<file path="config.mk">
export PLATFORM = sky130hd
export DESIGN_NAME = pswallow_div
export DESIGN_NICKNAME = d
export VERILOG_FILES = /design/src/rtl/pswallow_pkg.sv /design/src/rtl/sw_stage.sv /design/src/rtl/sw_prescaler.sv /design/src/rtl/sw_chain.sv /design/src/rtl/pswallow_div.sv
export SDC_FILE = /design/constraint.sdc
export NUM_CORES = 1
export LEC_CHECK = 0
export BUFFER_PORTS_ARGS = -buffer_cell sky130_fd_sc_hd__clkbuf_2
export CORE_UTILIZATION = 61
export CTS_CLUSTER_DIAMETER = 120
export DETAILED_ROUTE_END_ITERATION = 8
export GPL_TIMING_DRIVEN = 0
export PLACE_DENSITY = 0.82
export SLEW_MARGIN = 20
export SYNTH_ARGS = -nofsm -noshare
export SYNTH_HDL_FRONTEND = slang
export SYNTH_SLANG_ARGS = --single-unit
export TNS_END_PERCENT = 1
</file>
<file path="constraint.sdc">
create_clock -name clk -period 3.9 [get_ports clk]
set_input_delay 0.195 -clock clk [delete_from_list [all_inputs] [get_ports clk]]
set_output_delay 0.195 -clock clk [all_outputs]
set_load 0.01 [all_outputs]
</file>
<file path="src/rtl/pswallow_pkg.sv">
package pswallow_pkg;

   typedef enum bit {
      OUT_PULSE = 1'b0,
      OUT_CLOCK = 1'b1
   } out_mode_e;

   function automatic int unsigned sw_ratio(input int unsigned n,
                                            input int unsigned a,
                                            input int unsigned pre_w);
      return n * (32'd1 << pre_w) + a;
   endfunction

endpackage

</file>
<file path="src/rtl/sw_stage.sv">
module sw_stage #(
   parameter int N_W   = 14,
   parameter int A_W   = 4,
   parameter int N_RST = 17,
   parameter int A_RST = 0
) (
   input  logic           clk,
   input  logic           rst_n,
   input  logic           ld,
   input  logic [N_W-1:0] n_in,
   input  logic [A_W-1:0] a_in,
   output logic [N_W-1:0] n_q,
   output logic [A_W-1:0] a_q
);

   always_ff @(posedge clk or negedge rst_n) begin
      if (!rst_n) begin
         n_q <= N_W'(N_RST);
         a_q <= A_W'(A_RST);
      end else if (ld) begin
         n_q <= n_in;
         a_q <= a_in;
      end
   end

   AST_LOAD_TAKEN: assert property (@(posedge clk) disable iff (!rst_n)
      ld |=> (n_q == $past(n_in) && a_q == $past(a_in)));

endmodule

</file>
<file path="src/rtl/sw_prescaler.sv">
module sw_prescaler #(
   parameter int PRE_W = 4
) (
   input  logic clk,
   input  logic rst_n,
   input  logic run,
   input  logic ext,
   output logic tc
);

   localparam int              PC_W   = PRE_W + 1;
   localparam logic [PC_W-1:0] LAST_S = PC_W'((1 << PRE_W) - 1);
   localparam logic [PC_W-1:0] LAST_L = PC_W'(1 << PRE_W);

   logic [PC_W-1:0] cnt_q;
   logic [PC_W-1:0] last;

   assign last = ext ? LAST_L : LAST_S;
   assign tc   = run && (cnt_q == last);

   always_ff @(posedge clk or negedge rst_n) begin
      if (!rst_n)
         cnt_q <= '0;
      else if (!run || tc)
         cnt_q <= '0;
      else
         cnt_q <= cnt_q + PC_W'(1);
   end

   AST_PRE_BOUND: assert property (@(posedge clk) disable iff (!rst_n)
      cnt_q <= LAST_L);

   AST_PRE_IDLE: assert property (@(posedge clk) disable iff (!rst_n)
      !run |=> cnt_q == '0);

endmodule

</file>
<file path="src/rtl/sw_chain.sv">
module sw_chain #(
   parameter int N_W   = 14,
   parameter int A_W   = 4,
   parameter int N_RST = 17,
   parameter int A_RST = 0
) (
   input  logic           clk,
   input  logic           rst_n,
   input  logic           run,
   input  logic           tc,
   input  logic [N_W-1:0] n_ld,
   input  logic [A_W-1:0] a_ld,
   output logic           ext,
   output logic           boundary
);

   logic [N_W-1:0] m_q;
   logic [A_W-1:0] s_q;

   assign ext      = (s_q != '0);
   assign boundary = tc && (m_q == N_W'(1));

   always_ff @(posedge clk or negedge rst_n) begin
      if (!rst_n) begin
         m_q <= N_W'(N_RST);
         s_q <= A_W'(A_RST);
      end else if (!run || boundary) begin
         m_q <= n_ld;
         s_q <= a_ld;
      end else if (tc) begin
         m_q <= m_q - N_W'(1);
         if (ext)
            s_q <= s_q - A_W'(1);
      end
   end

   AST_SWALLOW_AHEAD: assert property (@(posedge clk) disable iff (!rst_n)
      (run && ext) |-> (m_q > N_W'(s_q)));

   AST_RELOAD: assert property (@(posedge clk) disable iff (!rst_n)
      boundary |=> (m_q == $past(n_ld) && s_q == $past(a_ld)));

endmodule

</file>
<file path="src/rtl/pswallow_div.sv">
module pswallow_div #(
   parameter int                     PRE_W    = 4,
   parameter int                     N_W      = 14,
   parameter int                     A_W      = 4,
   parameter int                     N_RST    = 17,
   parameter int                     A_RST    = 0,
   parameter pswallow_pkg::out_mode_e OUT_MODE = pswallow_pkg::OUT_PULSE
) (
   input  logic           clk,
   input  logic           rst_n,
   input  logic           run,
   input  logic           ld,
   input  logic [N_W-1:0] n_in,
   input  logic [A_W-1:0] a_in,
   output logic           div_out
);

   localparam int unsigned RST_RATIO = pswallow_pkg::sw_ratio(N_RST, A_RST, PRE_W);

   if (A_W > PRE_W) begin : g_bad_aw
      $error("swallow width exceeds prescaler width");
   end
   if (N_RST <= A_RST || N_RST >= (1 << N_W)) begin : g_bad_rst
      $error("reset setting must satisfy N > A and fit N_W");
   end
   if (RST_RATIO < 2) begin : g_bad_ratio
      $error("reset ratio too small");
   end

   logic [N_W-1:0] n_st;
   logic [A_W-1:0] a_st;
   logic           ext;
   logic           tc;
   logic           boundary;
   logic           pulse_q;

   sw_stage #(.N_W(N_W), .A_W(A_W), .N_RST(N_RST), .A_RST(A_RST)) u_stage (
      .clk  (clk),
      .rst_n(rst_n),
      .ld   (ld),
      .n_in (n_in),
      .a_in (a_in),
      .n_q  (n_st),
      .a_q  (a_st)
   );

   sw_prescaler #(.PRE_W(PRE_W)) u_pre (
      .clk  (clk),
      .rst_n(rst_n),
      .run  (run),
      .ext  (ext),
      .tc   (tc)
   );

   sw_chain #(.N_W(N_W), .A_W(A_W), .N_RST(N_RST), .A_RST(A_RST)) u_chain (
      .clk     (clk),
      .rst_n   (rst_n),
      .run     (run),
      .tc      (tc),
      .n_ld    (n_st),
      .a_ld    (a_st),
      .ext     (ext),
      .boundary(boundary)
   );

   always_ff @(posedge clk or negedge rst_n) begin
      if (!rst_n)
         pulse_q <= 1'b0;
      else
         pulse_q <= run && boundary;
   end

   if (OUT_MODE == pswallow_pkg::OUT_CLOCK) begin : g_clock
      logic tog_q;
      always_ff @(posedge clk or negedge rst_n) begin
         if (!rst_n)
            tog_q <= 1'b0;
         else if (!run)
            tog_q <= 1'b0;
         else if (boundary)
            tog_q <= ~tog_q;
      end
      assign div_out = tog_q;

      AST_TOGGLE_ON_EDGE: assert property (@(posedge clk) disable iff (!rst_n)
         (run && !boundary) |=> $stable(tog_q));
   end else begin : g_pulse
      assign div_out = pulse_q;
   end

   AST_PULSE_SINGLE: assert property (@(posedge clk) disable iff (!rst_n)
      pulse_q |=> !pulse_q);

   AST_STANDBY_QUIET: assert property (@(posedge clk) disable iff (!rst_n)
      !run |=> !pulse_q);

endmodule

</file>
Yosys cells after proc, flatten, opt, wreduce, memory -nomap -nowiden
Cells that the tools add are included.

Output and inout port bits: 1. Input bits: 22. Logic and storage cells: 28. Bits in registers: 42.

Equality and inequality tests: 2. Mux-type cells: 7. Reductions and logical operators: 10. Add/subtract/negate cells: 3.

Operator list (number): $mux 14 (2); $eq 14x1->1 const B (1); $sub 14x1->14 const B (1); $mux 4 (3); $mux 5 (2); $add 5x1->5 const B (1); $eq 5x5->1 (1); $reduce_bool 2->1 (2); $reduce_bool 4->1 (1); $sub 4x1->4 const B (1); $logic_and 1x1->1 (3); $logic_or 1x1->1 (2); $reduce_and 2->1 (1); $logic_not 1->1 (1).

Logic depth before layout (Yosys ltp)
Depth in word-level cells: 8. Depth in mapped cells: 8. Gate-level depth less buffers: 6.

Cells and area by module
A second synthesis with hierarchy kept.

Cell total of the unflattened synthesis: 164. Area, all modules: 2217.1 µm².

Modules (own cells, without submodules): sw_chain (times used 1, area an instance 1198.6 µm², sequential area each 452.9 µm², cells each 102); sw_stage (times used 1, area an instance 724.4 µm², sequential area each 452.9 µm², cells each 38); sw_prescaler (times used 1, area an instance 262.8 µm², sequential area each 125.1 µm², cells each 22); pswallow_div (times used 1, area an instance 31.3 µm², sequential area each 25.0 µm², cells each 2).

Worst setup path before layout
No wires, ideal clock.

Path type: flip-flop to flip-flop. Start: reg u_chain.m_q[0]. End: reg u_chain.m_q[12]. Setup slack: 1708 ps. Cell stages (with the launch flop): 7. Setup time: 123 ps. Arrival: 2069 ps. Required time: 3777 ps. Cells stage by stage: dfstp_2 -> ha_1 -> or4b_4 -> o41a_1 -> buf_6 -> o32a_1 -> o221a_1.

Word-level cells in the longest chain between the ends: 4. Elaborated cells on any way between the ends: 7. Those cells by class: add/sub (1); eq/ne (1); mux (2); reduce/logical (3).

RTL lines: start: declaration (line sw_chain.sv:17) `logic [N_W-1:0] m_q;`; start signal: assignment (line sw_chain.sv:25) `m_q <= N_W'(N_RST);`; start signal: assignment (line sw_chain.sv:28) `m_q <= n_ld;`; start signal: assignment (line sw_chain.sv:31) `m_q <= m_q - N_W'(1);`; parallel branches: the longest is 4 deep, another holds $sub 14x1->14.

Several ways; the timed one is not identified. The select of a mux whose other input is x is not followed. A chain may end at the register's enable or synchronous reset.

Worst setup path after layout
Start: reg u_chain.s_q[0]. End: reg u_chain.m_q[11].

Word-level cells in the longest chain between the ends: 7. Elaborated cells on any way between the ends: 8. Those cells by class: eq/ne (1); mux (2); reduce/logical (5).

RTL lines: start: declaration (line sw_chain.sv:18) `logic [A_W-1:0] s_q;`; start signal: assignment (line sw_chain.sv:26) `s_q <= A_W'(A_RST);`; start signal: assignment (line sw_chain.sv:29) `s_q <= a_ld;`; start signal: assignment (line sw_chain.sv:33) `s_q <= s_q - A_W'(1);`; $reduce_bool 4->1 * (line sw_chain.sv:20) `assign ext = (s_q != '0);`; $mux 5 * (line sw_prescaler.sv:18) `assign last = ext ? LAST_L : LAST_S;`; $eq 5x5->1 * (line sw_prescaler.sv:19) `assign tc = run && (cnt_q == last);`; $logic_and 1x1->1 * (line sw_prescaler.sv:19); $logic_and 1x1->1 (line sw_chain.sv:21) `assign boundary = tc && (m_q == N_W'(1));`; $logic_or 1x1->1 (line sw_chain.sv:27) `end else if (!run || boundary) begin`; $mux 14 / $reduce_bool 2->1 (equally long branches).

Every way passes the cells marked *; elsewhere a longest branch is shown, timed or not.

==> impl_metrics.json <==
{
  "status": "finished clean",
  "dieHeight_um": 63.2,
  "post-route-min-period_ps": 2610,
  "cp-start-kind": "flip-flop",
  "synth-edff-count": 0,
  "synth.area.top_cells": "dfrtp_1 (42%), mux2_2 (8.4%), dfstp_2 (4.6%)",
  "holdWs_ps": 32.1,
  "max_slew.worst_pin.slew_ps": 919,
  "globalplace.congestion": 0.926,
  "die-width_um": 63.2,
  "rsz0062_at_grt": "false",
  "start_util_pct": 65.9,
  "p_comb_share_pct": 21.9,
  "pre_cts_ws_ps": 1330,
  "yosys_most_used_dff": "dfrtp_1",
  "rrSetupSlack_ps": 1290,
  "drc_errors": 0,
  "synth_common_cells": "dfrtp_1 (38), mux2_2 (17), nand3_1 (13)",
  "cts-hold-fix-buffers": 0,
  "synth_simple_gate_area_share_pct": 15.7,
  "synthesis.area_um2": 2280,
  "required_ps": 4040,
  "drt_pass1_iterations": 4,
  "layout.nets": 264,
  "cts_made_buffers": 5,
  "fill_cells": 269,
  "cp-end-kind": "flip-flop",
  "cts_root_buf": "clkbuf_8",
  "port_buffers": 21,
  "pwr-share-clk_pct": 25.1,
  "synth_top_family_by_area": "compound AO/OA/AOI/OAI gates",
  "antenna_found_initial": 0,
  "p_leak_uw": 0.00107,
  "seqCellArea_um2": 1060,
  "synth_most_common_cell": "dfrtp_1",
  "drtAntennaViolNets": 0,
  "synth_adder_area_share_pct": 2.19,
  "cts.clk_slew.worst_paths_ps": 80,
  "num_vias": 1876,
  "htreeDepth": 2,
  "n_antenna_cell": 0,
  "syn-num-nets": 236,
  "p_sw_uw": 348,
  "grtUsageMet2_pct": 48.7,
  "cellPowerDensity_nw_per_um2": 430,
  "dp_hpwl_mm": 3.81,
  "yosysWarnings": 0,
  "setup_slack_ps": 1290,
  "grtUsageMet1_pct": 39.7,
  "grt_overflow_total": 0,
  "routed_wl_mm": 5.36,
  "grt_usage_pct": 30.0,
  "yosysUniqueCellTypes": 50,
  "drtIter0Drc": 157,
  "routed_via_density": 6.58,
  "cts_tree": "built",
  "finClkSkew_ps": 9.72,
  "critical_path_class": "reg -> reg",
  "yosys.area_share.xor_xnor_pct": 1.15,
  "met3_usage_pct": 8.33,
  "post-synth-top-area-fraction_pct": 41.6,
  "syn_area_per_cell_um2": 10.9,
  "die_area_um2": 3990,
  "reg2reg_to": "u_chain.m_q[11]",
  "cts_sinks": 42,
  "crit_start": "u_chain.s_q[0]",
  "drv_slew": 0,
  "fp-row-count": 21,
  "maxSlewHeadroom_pct": 38.7,
  "wire_per_inst_um": 18.8,
  "setup_tns_ps": 0,
  "fin_crit_sh_pct": 67.0,
  "grt_pass1_vias": 1896,
  "final-hold-violation-count": 0,
  "seq_area_frac_synth_pct": 46.2,
  "cts_resized": 0,
  "grt_max_degree": 43,
  "synthArstFlopShare_pct": 100,
  "synth_compound_area_share_pct": 17.3,
  "synthMuxAreaShare_pct": 12.8,
  "cp_max_fo": 10,
  "core-area_um2": 3470,
  "drive_gt1_share_pct": 24.7,
  "busiest_layer": "met2",
  "syn_inst": 210,
  "clk_latency_ps": 290,
  "sw_frac_of_total_pct": 32.0,
  "pwr-share-seq_pct": 53.0,
  "io_pins": 23,
  "r2r_start": "u_chain.s_q[0]",
  "setup_viol": 0,
  "p_int_uw": 742,
  "min-delay-path-class": "in -> async",
  "grt_first_pass_wirelength_mm": 9.09,
  "max_freq_ghz": 0.383,
  "yosysTopAreaCell": "dfrtp_1",
  "rr_worst_depth": 8,
  "peakVddDrop_mv": 0.317,
  "postCtsSetupRepairBufs": 0,
  "multi_input_area_um2": 1120,
  "syn2layout_area_growth_pct": 10.9,
  "worstPathArrival_ps": 2750,
  "clockBufferDepth": 2,
  "synth_seq_cells": 42,
  "cap_viol_max_count": 0
}
-- power groups by stage --
stage / logic, µW / clock network (µW) / registers [µW]
finish: 238 / 274 / 578
global route: 263 / 299 / 586
CTS: 238 / 277 / 574
detailed placement: 237 / 0 / 581
global placement: 223 / 0 / 576
floorplan: 179 / 0 / 558
-- cell type report --
class                      count  share of cell area [%]
multi-input combinational    144                    44.2
sequential                    42                    41.7
timing repair buffer          21                    4.15
buffer                        15                    2.91
clock buffer                   6                    2.86
tap                           46                    2.27
inverter                       9                    1.33
clock inverter                 2                   0.543
-- stage by stage --
stage / util, % / cell area [µm²] / power (µW) / std cells
5_1_grt: 73.1 / 2530 / 1150 / 285
2_1_floorplan: - / 2280 / 737 / 210
3_3_place_gp: 70.6 / 2450 / 799 / 277
4_1_cts: 73.1 / 2530 / 1090 / 285
3_5_place_dp: 70.6 / 2450 / 818 / 277
6_report: 73.1 / 2530 / 1090 / 285
-- worst max path at each step --
stage                           end  slack, ps  depth (start not counted)
finish              u_chain.m_q[11]       1290                          8
global route        u_chain.m_q[11]       1170                          8
CTS                 u_chain.m_q[11]       1310                          8
detailed placement  u_chain.m_q[11]       1330                          8
global placement    u_chain.m_q[11]       1380                          8
floorplan           u_chain.m_q[12]       1710                          6
-- sequential cells by signal (all words and copies together) (netlist names) --
register and cells:
div_out 1, u_chain.m_q 14, u_chain.s_q 4, u_pre.cnt_q 5, u_stage.a_q 4, u_stage.n_q 14
-- routing by layer --
layer	vias up	share of wire (%)
met5	-	0
met4	0	0.52
met3	4	7.9
met2	78	48
met1	929	43
li1	865	-
-- logic make-up (layout without fill, tap and decap cells) --
logic type / after synthesis / in the layout
and+or+nand+nor: 63 / 63
adders and majority gates: 4 / 4
xor gates and xnor gates: 3 / 3
DFF: 42 / 42
muxes: 27 / 27
buffers and inverters: 24 / 53
AOI/OAI and AO/OA: 47 / 47
-- cell usage in the layout (no fill, tap or decap), types with 8 or more instances in the layout --
master and instances:
clkbuf_1 11, clkbuf_2 20, dfrtp_1 38, inv_1 9
mux2_2 17, mux2i_1 10, nand2_1 9, nand3_1 13
nor2_1 8, nor3_1 8
-- critical path, stage by stage, from the launching register on --
cell and delay [ps]:
dfrtp_1 400, inv_1 90, ha_1 230, or3b_2 490, nand4b_1 170, and2_1 140
clkbuf_1 290, clkbuf_1 440, o221ai_1 210
No activity file was read; power rests on OpenSTA's default activity.
